`config.mk`:
```
export PLATFORM = sky130hd
export DESIGN_NAME = lane_sdram_port
export DESIGN_NICKNAME = d
export VERILOG_FILES = /design/src/rtl/lsp_pkg.sv /design/src/rtl/lsp_cmd_enc.sv /design/src/rtl/lsp_lane_mask.sv /design/src/rtl/lsp_lane_datapath.sv /design/src/rtl/lsp_wait_timer.sv /design/src/rtl/lane_sdram_port.sv
export SDC_FILE = /design/constraint.sdc
export NUM_CORES = 1
export LEC_CHECK = 0
export BUFFER_PORTS_ARGS = -buffer_cell sky130_fd_sc_hd__buf_4
export CORE_MARGIN = 2
export CORE_UTILIZATION = 39
export DETAILED_ROUTE_END_ITERATION = 7
export HOLD_SLACK_MARGIN = 0.06
export PLACE_DENSITY_LB_ADDON = 0.2
export SETUP_SLACK_MARGIN = 0.2
export SYNTH_ARGS = -nofsm -noshare
export SYNTH_HDL_FRONTEND = slang
export SYNTH_SLANG_ARGS = --single-unit
```
`constraint.sdc`:
```
create_clock -name clk -period 1.9 [get_ports clk]
set_clock_uncertainty 0.1 [all_clocks]
set_input_delay 0.38 -clock clk [delete_from_list [all_inputs] [get_ports clk]]
set_output_delay 0.38 -clock clk [all_outputs]
set_load 0.01 [all_outputs]
```
`src/rtl/lsp_pkg.sv`:
```
package lsp_pkg;

    typedef enum logic [2:0] {
        ST_IDLE,
        ST_ACT,
        ST_RCD,
        ST_WR,
        ST_RD,
        ST_CAS,
        ST_PRE,
        ST_RP
    } lsp_state_e;

    typedef enum logic [2:0] {
        CMD_NOP,
        CMD_ACT,
        CMD_RD,
        CMD_WR,
        CMD_PRE
    } lsp_cmd_e;

    typedef struct packed {
        logic cs_n;
        logic ras_n;
        logic cas_n;
        logic we_n;
    } lsp_pins_t;

endpackage

```
`src/rtl/lsp_cmd_enc.sv`:
```
module lsp_cmd_enc
    import lsp_pkg::*;
(
    input  lsp_cmd_e  cmd,
    output lsp_pins_t pins
);

    always_comb begin
        unique case (cmd)
            CMD_ACT: pins = '{cs_n: 1'b0, ras_n: 1'b0, cas_n: 1'b1, we_n: 1'b1};
            CMD_RD:  pins = '{cs_n: 1'b0, ras_n: 1'b1, cas_n: 1'b0, we_n: 1'b1};
            CMD_WR:  pins = '{cs_n: 1'b0, ras_n: 1'b1, cas_n: 1'b0, we_n: 1'b0};
            CMD_PRE: pins = '{cs_n: 1'b0, ras_n: 1'b0, cas_n: 1'b1, we_n: 1'b0};
            default: pins = '{cs_n: 1'b0, ras_n: 1'b1, cas_n: 1'b1, we_n: 1'b1};
        endcase
    end

endmodule

```
`src/rtl/lsp_lane_mask.sv`:
```
module lsp_lane_mask #(
    parameter int LANES = 8,
    localparam int LSEL_W = $clog2(LANES)
) (
    input  logic [LSEL_W-1:0] lane,
    input  logic              open_lane,
    output logic [LANES-1:0]  dqm
);

    for (genvar g = 0; g < LANES; g++) begin : g_bit
        assign dqm[g] = !(open_lane && (lane == LSEL_W'(g)));
    end

endmodule

```
`src/rtl/lsp_lane_datapath.sv`:
```
module lsp_lane_datapath #(
    parameter int LANES  = 8,
    parameter int LANE_W = 8,
    localparam int LSEL_W = $clog2(LANES),
    localparam int DQ_W   = LANES * LANE_W
) (
    input  logic [LSEL_W-1:0] lane,
    input  logic [LANE_W-1:0] wbyte,
    input  logic [DQ_W-1:0]   dq_in,
    output logic [DQ_W-1:0]   dq_out,
    output logic [LANE_W-1:0] rbyte
);

    for (genvar g = 0; g < LANES; g++) begin : g_rep
        assign dq_out[g*LANE_W +: LANE_W] = wbyte;
    end

    always_comb begin
        rbyte = '0;
        for (int i = 0; i < LANES; i++) begin
            if (lane == LSEL_W'(i)) begin
                rbyte = dq_in[i*LANE_W +: LANE_W];
            end
        end
    end

endmodule

```
`src/rtl/lsp_wait_timer.sv`:
```
module lsp_wait_timer #(
    parameter int CNT_W = 3
) (
    input  logic             clk,
    input  logic             rst_n,
    input  logic             load,
    input  logic [CNT_W-1:0] load_val,
    output logic [CNT_W-1:0] count,
    output logic             zero
);

    always_ff @(posedge clk) begin
        if (!rst_n) begin
            count <= '0;
        end else if (load) begin
            count <= load_val;
        end else if (count != '0) begin
            count <= count - CNT_W'(1);
        end
    end

    assign zero = (count == '0);

endmodule

```
`src/rtl/lane_sdram_port.sv`:
```
module lane_sdram_port
    import lsp_pkg::*;
#(
    parameter int LANES   = 8,
    parameter int LANE_W  = 8,
    parameter int BANK_W  = 2,
    parameter int ROW_W   = 13,
    parameter int COL_W   = 9,
    parameter int ADDR_W  = 13,
    parameter int T_RCD   = 2,
    parameter int T_RP    = 2,
    parameter int CAS_LAT = 3,
    localparam int LSEL_W = $clog2(LANES),
    localparam int DQ_W   = LANES * LANE_W
) (
    input  logic              clk,
    input  logic              rst_n,
    input  logic              req_valid,
    input  logic              req_write,
    input  logic [LSEL_W-1:0] req_lane,
    input  logic [BANK_W-1:0] req_bank,
    input  logic [ROW_W-1:0]  req_row,
    input  logic [COL_W-1:0]  req_col,
    input  logic [LANE_W-1:0] req_wdata,
    output logic              busy,
    output logic              rd_valid,
    output logic [LANE_W-1:0] rd_data,
    output logic              sd_cs_n,
    output logic              sd_ras_n,
    output logic              sd_cas_n,
    output logic              sd_we_n,
    output logic [BANK_W-1:0] sd_ba,
    output logic [ADDR_W-1:0] sd_addr,
    output logic [LANES-1:0]  sd_dqm,
    output logic [DQ_W-1:0]   sd_dq_out,
    output logic              sd_dq_oe,
    input  logic [DQ_W-1:0]   sd_dq_in
);

    localparam int CNT_W = $clog2(T_RCD + T_RP + CAS_LAT + 1);
    localparam logic [CNT_W-1:0] RCD_LOAD = CNT_W'(T_RCD - 2);
    localparam logic [CNT_W-1:0] CAS_LOAD = CNT_W'(CAS_LAT - 1);
    localparam logic [CNT_W-1:0] RP_LOAD  = CNT_W'(T_RP - 2);
    localparam logic [CNT_W-1:0] MASK_AT  = CNT_W'(2);

    lsp_state_e state, state_nx;

    logic              wr_q;
    logic [LSEL_W-1:0] lane_q;
    logic [BANK_W-1:0] bank_q;
    logic [ROW_W-1:0]  row_q;
    logic [COL_W-1:0]  col_q;
    logic [LANE_W-1:0] wdata_q;

    logic              t_load;
    logic [CNT_W-1:0]  t_load_val;
    logic [CNT_W-1:0]  t_count;
    logic              t_zero;

    lsp_cmd_e          cmd;
    lsp_pins_t         pins;
    logic              lane_open;
    logic [LANE_W-1:0] lane_byte;

    // state register
    always_ff @(posedge clk) begin
        if (!rst_n) begin
            state <= ST_IDLE;
        end else begin
            state <= state_nx;
        end
    end

    // next state
    always_comb begin
        state_nx = state;
        unique case (state)
            ST_IDLE: if (req_valid) state_nx = ST_ACT;
            ST_ACT:  state_nx = ST_RCD;
            ST_RCD:  if (t_zero) state_nx = wr_q ? ST_WR : ST_RD;
            ST_WR:   state_nx = ST_PRE;
            ST_RD:   state_nx = ST_CAS;
            ST_CAS:  if (t_zero) state_nx = ST_PRE;
            ST_PRE:  state_nx = ST_RP;
            ST_RP:   if (t_zero) state_nx = ST_IDLE;
            default: state_nx = ST_IDLE;
        endcase
    end

    // request capture, only while idle
    always_ff @(posedge clk) begin
        if (!rst_n) begin
            wr_q    <= 1'b0;
            lane_q  <= '0;
            bank_q  <= '0;
            row_q   <= '0;
            col_q   <= '0;
            wdata_q <= '0;
        end else if (state == ST_IDLE && req_valid) begin
            wr_q    <= req_write;
            lane_q  <= req_lane;
            bank_q  <= req_bank;
            row_q   <= req_row;
            col_q   <= req_col;
            wdata_q <= req_wdata;
        end
    end

    // outputs per state
    always_comb begin
        cmd        = CMD_NOP;
        sd_ba      = '0;
        sd_addr    = '0;
        lane_open  = 1'b0;
        sd_dq_oe   = 1'b0;
        t_load     = 1'b0;
        t_load_val = '0;
        unique case (state)
            ST_ACT: begin
                cmd                  = CMD_ACT;
                sd_ba                = bank_q;
                sd_addr[ROW_W-1:0]   = row_q;
                t_load               = 1'b1;
                t_load_val           = RCD_LOAD;
            end
            ST_WR: begin
                cmd                  = CMD_WR;
                sd_ba                = bank_q;
                sd_addr[COL_W-1:0]   = col_q;
                lane_open            = 1'b1;
                sd_dq_oe             = 1'b1;
            end
            ST_RD: begin
                cmd                  = CMD_RD;
                sd_ba                = bank_q;
                sd_addr[COL_W-1:0]   = col_q;
                lane_open            = (CAS_LAT == 2);
                t_load               = 1'b1;
                t_load_val           = CAS_LOAD;
            end
            ST_CAS: begin
                lane_open            = (CAS_LAT > 2) && (t_count == MASK_AT);
            end
            ST_PRE: begin
                cmd                  = CMD_PRE;
                sd_ba                = bank_q;
                t_load               = 1'b1;
                t_load_val           = RP_LOAD;
            end
            default: begin
            end
        endcase
    end

    assign busy = (state != ST_IDLE);

    // read capture
    always_ff @(posedge clk) begin
        if (!rst_n) begin
            rd_valid <= 1'b0;
            rd_data  <= '0;
        end else begin
            rd_valid <= (state == ST_CAS) && t_zero;
            if (state == ST_CAS && t_zero) begin
                rd_data <= lane_byte;
            end
        end
    end

    lsp_wait_timer #(.CNT_W(CNT_W)) i_timer (
        .clk      (clk),
        .rst_n    (rst_n),
        .load     (t_load),
        .load_val (t_load_val),
        .count    (t_count),
        .zero     (t_zero)
    );

    lsp_cmd_enc i_cmd_enc (
        .cmd  (cmd),
        .pins (pins)
    );

    assign sd_cs_n  = pins.cs_n;
    assign sd_ras_n = pins.ras_n;
    assign sd_cas_n = pins.cas_n;
    assign sd_we_n  = pins.we_n;

    lsp_lane_mask #(.LANES(LANES)) i_mask (
        .lane      (lane_q),
        .open_lane (lane_open),
        .dqm       (sd_dqm)
    );

    lsp_lane_datapath #(.LANES(LANES), .LANE_W(LANE_W)) i_dp (
        .lane   (lane_q),
        .wbyte  (wdata_q),
        .dq_in  (sd_dq_in),
        .dq_out (sd_dq_out),
        .rbyte  (lane_byte)
    );

endmodule

```
== Word-level counts from Yosys, hierarchy flattened ==
Cells that the tools add are included.

* Logic and storage cells: 87
* Bits of input ports: 103
* Output and inout port bits: 102
* Flip-flop bits (word level): 51

* $add $sub $neg: 1
* Multiplexer cells: 25
* Equal/unequal tests: 23
* Reduce and logical (&&, ||, !) cells: 28

{| class="wikitable"
|+ Operators by type and width
! kind !! count
|-
| two-way mux 8 bit || 8
|-
| == test 3 bit (second input constant) || 9
|-
| one-hot mux 3 bit (4 select lines) || 2
|-
| one-hot mux 3 bit (8 select lines) || 1
|-
| == test 3 x 2 -> 1 bit (second input constant) || 7
|-
| two-way mux 3 bit || 7
|-
| one-hot mux 9 bit (2 select lines) || 1
|-
| logical AND 1 bit || 10
|-
| == test 3 x 1 -> 1 bit (second input constant) || 3
|-
| zero test 3 bit || 3
|-
| zero test 1 bit || 8
|-
| inequality test 2 bit (second input constant) || 4
|-
| nonzero test 3 bit || 2
|-
| two-way mux 2 bit || 2
|-
| two-way mux 4 bit || 1
|-
| AND reduction 4 bit || 1
|-
| OR reduction 4 bit || 1
|-
| OR reduction 3 bit || 1
|-
| subtractor 3 x 1 -> 3 bit (second input constant) || 1
|-
| two-way mux 1 bit || 2
|-
| one-hot mux 1 bit (2 select lines) || 1
|-
| nonzero test 2 bit || 1
|-
| OR reduction 2 bit || 1
|}

== Logic depth before layout (Yosys ltp) ==
* Depth in word-level cells: 9
* Gate-level depth with buffers: 7
* Depth with buffers taken out: 6

== Modules after synthesis ==
Synthesis repeated with hierarchy kept, for this count alone.

* Cells, all modules: 399
* Area, all modules: 3,807.4 sq um

{| class="wikitable"
|+ Modules (own cells, without submodules)
! module !! cells an instance !! seq. area each (sq um) !! instances !! area each (sq um)
|-
| lane_sdram_port || 268 || 960.9 || 1 || 2,444.8
|-
| lsp_lane_datapath || 93 || 0.0 || 1 || 1,031.0
|-
| lsp_wait_timer || 22 || 60.1 || 1 || 205.2
|-
| lsp_lane_mask || 8 || 0.0 || 1 || 76.3
|-
| lsp_cmd_enc || 8 || 0.0 || 1 || 50.0
|}

== Worst setup path after synthesis ==
Ideal clock, no wire load.

* Path kind: flip-flop to output port
* Start: register state[2]
* End: output sd_we_n
* Stages on the path, launching flop included: 8
* Buffers on the path: 1
* Arrival time: 1.436 ns
* Slack: -0.016 ns
* Required time: 1.420 ns
* Cells stage by stage: dfxtp_1 buf_4 clkinv_1 ha_1 or3_1 nand3_1 o21ai_0 nand2b_1

* Word-level cells in the longest chain between the ends: 4
* Elaborated cells between the ends (all ways): 10

{| class="wikitable"
|+ RTL lines
! what !! line !! text
|-
| from (decl) || lane_sdram_port.sv:46 || <nowiki>lsp_state_e state, state_nx;</nowiki>
|-
| from (signal assigned) || lane_sdram_port.sv:70 || <nowiki>state <= state_nx;</nowiki>
|-
| == test 3 bit (tied with other cells) || lane_sdram_port.sv:118 || <nowiki>unique case (state)</nowiki>
|-
| one-hot mux 3 bit (4 select lines) * || lane_sdram_port.sv:118 ||
|-
| == test 3 bit (tied with other cells) || lsp_cmd_enc.sv:9 || <nowiki>unique case (cmd)</nowiki>
|-
| one-hot mux 3 bit (4 select lines) * || lsp_cmd_enc.sv:9 ||
|-
| to (decl) || lane_sdram_port.sv:31 || <nowiki>output logic sd_we_n,</nowiki>
|}

Mark *: on every way between the ends. The rest lies on a longest branch, timed or not.

== Final worst setup path ==
* Start: register state[0]
* End: output sd_we_n

The elaborated chain is that of the path after synthesis.

==> results.json <==
{
  "r2r_start": "state[1]$_SDFFE_PN0P_",
  "grt_use_total_pct": 18.6,
  "grt_pass1_vias": 2739,
  "hold_path_class": "input port to register",
  "gr-total-overflow": 0,
  "initial_core_util_pct": 39.8,
  "failed_checks": "negative setup slack",
  "cp_common_cell": "buf_6",
  "syn2layout_area_growth_pct": 68.6,
  "yosys-top-cells-area": "dfxtp_1 32%, buf_4 14%, nand2_1 10%, a21oi_1 7.0%, mux4_2 7.0%",
  "num-fill-cells": 628,
  "ys.flop_type": "dfxtp_1",
  "dieArea_sq_um": 9000,
  "min_path_cells": 3,
  "synth_top_area_share_pct": 31.7,
  "fin_cells": 673,
  "crit_chain": "buf_6 -> ha_4 -> or3_1 -> nand3_1 -> o21ai_1 -> nand2b_1 -> buf_6",
  "syn-num-nets": 499,
  "multi_input_area_sq_um": 2020,
  "worstPathRequired_ns": 1.42,
  "clkSinkCount": 51,
  "final_nets": 675,
  "slew_violations": 0,
  "clk_path_buf_depth": 2,
  "coreArea_sq_um": 8090,
  "grt_max_degree": 27,
  "grt_pass1_wl_um": 13300,
  "antenna_found_initial": 0,
  "p_leak_nw": 2.48,
  "seq_area_frac_synth_pct": 31.7,
  "dr.pass1.iters": 4,
  "fin_crit_sh_pct": 111,
  "cpMaxStageDelayCell": "dfxtp_2",
  "die_h_um": 94.9,
  "io_pins": 205,
  "critical_path_class": "register to output pin",
  "final-seq-area_sq_um": 1030,
  "max_freq_ghz": 0.474,
  "drt_iter0_markers": 142,
  "rrSetupSlack_ns": 0,
  "r2r_cells": 9,
  "cp-start-kind": "register",
  "syn_inst": 391,
  "dp.cells": 640,
  "numCtsBuffers": 5,
  "gp_congestion": 0.745,
  "rsz0062_at_grt": "yes",
  "mostFrequentLayoutCells": "212 x buf_4, 58 x nand2_1, 46 x dfxtp_1",
  "drive_gt1_share_pct": 63.2,
  "totalWireLength_um": 10400,
  "syn_avg_cell_area_sq_um": 8.24,
  "ant_nets": 0,
  "clkLatencyLatePin_ns": 0.30,
  "synthArstFlopShare_pct": 0,
  "hold_viol_final": 0,
  "crit_fanout": 6,
  "post_drt_wl_per_cell_um": 15.5,
  "final.setup.worst_slack_ns": -0.210,
  "yosysTopAreaCell": "dfxtp_1",
  "cp-end-kind": "output pin",
  "min_to": "row_q[7]$_SDFFE_PN0P_",
  "synth_cell_types": 42,
  "antenna_cells": 0,
  "pwr_density_cell_nw_per_um2": 1120,
  "setup_violations": 25,
  "synth_area_sq_um": 3220,
  "drc": 0,
  "postLayoutCoreUtil_pct": 67.1,
  "crit_family": "simple AND/OR/NAND/NOR gates",
  "ys_seq_elements": 51,
  "slowest_delay_ns": 0.35,
  "critPathArrivalTime_ns": 1.63,
  "cts_tree": "built",
  "synth_warnings": 0,
  "cts-root-buf": "clkbuf_8",
  "path_buf_inv": 2,
  "place.port_buffers": 203,
  "ir_worst_vdd_v": 0.000683,
  "dr_total_vias": 3381,
  "synth_edf_count": 0,
  "place_hpwl_um": 6790,
  "final_common_cell": "buf_4",
  "cap_violations": 0,
  "dieWidth_um": 94.9,
  "htree_num_levels": 2,
  "tns_ns": -3.14,
  "clk_pin_slew_ns": 0.10,
  "min_period_ns": 2.11,
  "status": "finished with violations",
  "vias_per_cell": 5.02,
  "place_worst_setup_slack_ns": 0.0119,
  "std_cell_rows": 33,
  "hp-start": "req_row[7]",
  "reg2reg_to": "row_q[0]$_SDFFE_PN0P_"
}
## stage by stage
step | power, mW | area, sq um | hold slack (ns)
3_3_place_gp | 4.28 | 4560 | 0.338
3_5_place_dp | 4.33 | 4560 | 0.346
5_1_grt | 6.43 | 5430 | 0.199
2_1_floorplan | 3.42 | 3270 | 0.332
4_1_cts | 5.25 | 4810 | 0.209
6_report | 6.07 | 5430 | 0.207
## where the power goes
part	internal [mW]	total [mW]	switching [mW]
clock	0.300	0.671	0.371
combinational	2.03	3.88	1.85
sequential	1.30	1.51	0.211
## layout make-up
class,instances,area share (%)
Clock buffer,7,1.59
Clock inverter,1,0.161
Inverter,8,0.691
Multi-Input combinational cell,252,37.2
Sequential cell,51,19.0
Tap cell,105,2.42
Timing Repair Buffer,249,38.9
## flip-flops by register name (all words and copies together), names as in the netlist
signal and flops:
wr_q 1, i_timer.count 3, bank_q 2, rd_valid 1
wdata_q 8, state 3, row_q 13, rd_data 8
col_q 9, lane_q 3
## routing by layer
layer	global-route usage (%)	part of all wire, %	vias to the layer above
met5	0	0	-
met2	30.7	52	140
met4	3.62	0.30	0
met3	4.31	7.3	4
met1	25.1	40	1601
li1	-	-	1636
## Yosys cell counts (all sizes together) (3+ instances only)
cell / n
buf: 70
a21oi: 45
nand4: 3
ha: 5
clkbuf: 10
o21ai: 14
nor2: 11
a22oi: 3
and2: 6
a22o: 8
dfxtp: 51
nor2b: 8
mux4: 10
nand2b: 3
nand3: 7
inv: 7
nand2: 90
mux2i: 16
## cell families after synthesis
logic type                 count (synthesis)  share of synthesized area, %
AOI/OAI and AO/OA                         84                          15.6
xor gates and xnor gates                   2                         0.544
adders and majority gates                  5                          1.94
buffers and inverters                     88                          18.5
DFF                                       51                          31.7
muxes                                     27                          12.3
other                                      1                         0.116
and+or+nand+nor                          133                          19.3
## tightest hold or removal path: stages
cell,delay (ns)
buf_4,0.12
nand2_4,0.04
a21oi_2,0.04
## worst max path at each step
stage,startpoint,endpoint,slack (ns),cells after the start
2_1_floorplan,state[2]$_SDFFE_PN0P_,sd_we_n,0.17,7
3_3_place_gp,i_timer.count[0]$_SDFFE_PN0P_,sd_dqm[4],0.06,7
3_5_place_dp,i_timer.count[0]$_SDFFE_PN0P_,sd_dqm[5],0.01,7
4_1_cts,state[0]$_SDFFE_PN0P_,sd_we_n,-0.19,7
5_1_grt,i_timer.count[0]$_SDFFE_PN0P_,sd_dqm[5],-0.29,7
6_report,state[0]$_SDFFE_PN0P_,sd_we_n,-0.21,7
## repair_timing
item / CTS / global route
pin swaps: 5 / 22
hold buffers: 0 / 0
gates resized for setup: 15 / 137
gates cloned: 1 / 4
endpoints found under the setup margin: 62 / 76
hold endpoints to repair: 0 / 0
setup buffers: 8 / 12
(Power assumes the default switching activity.)
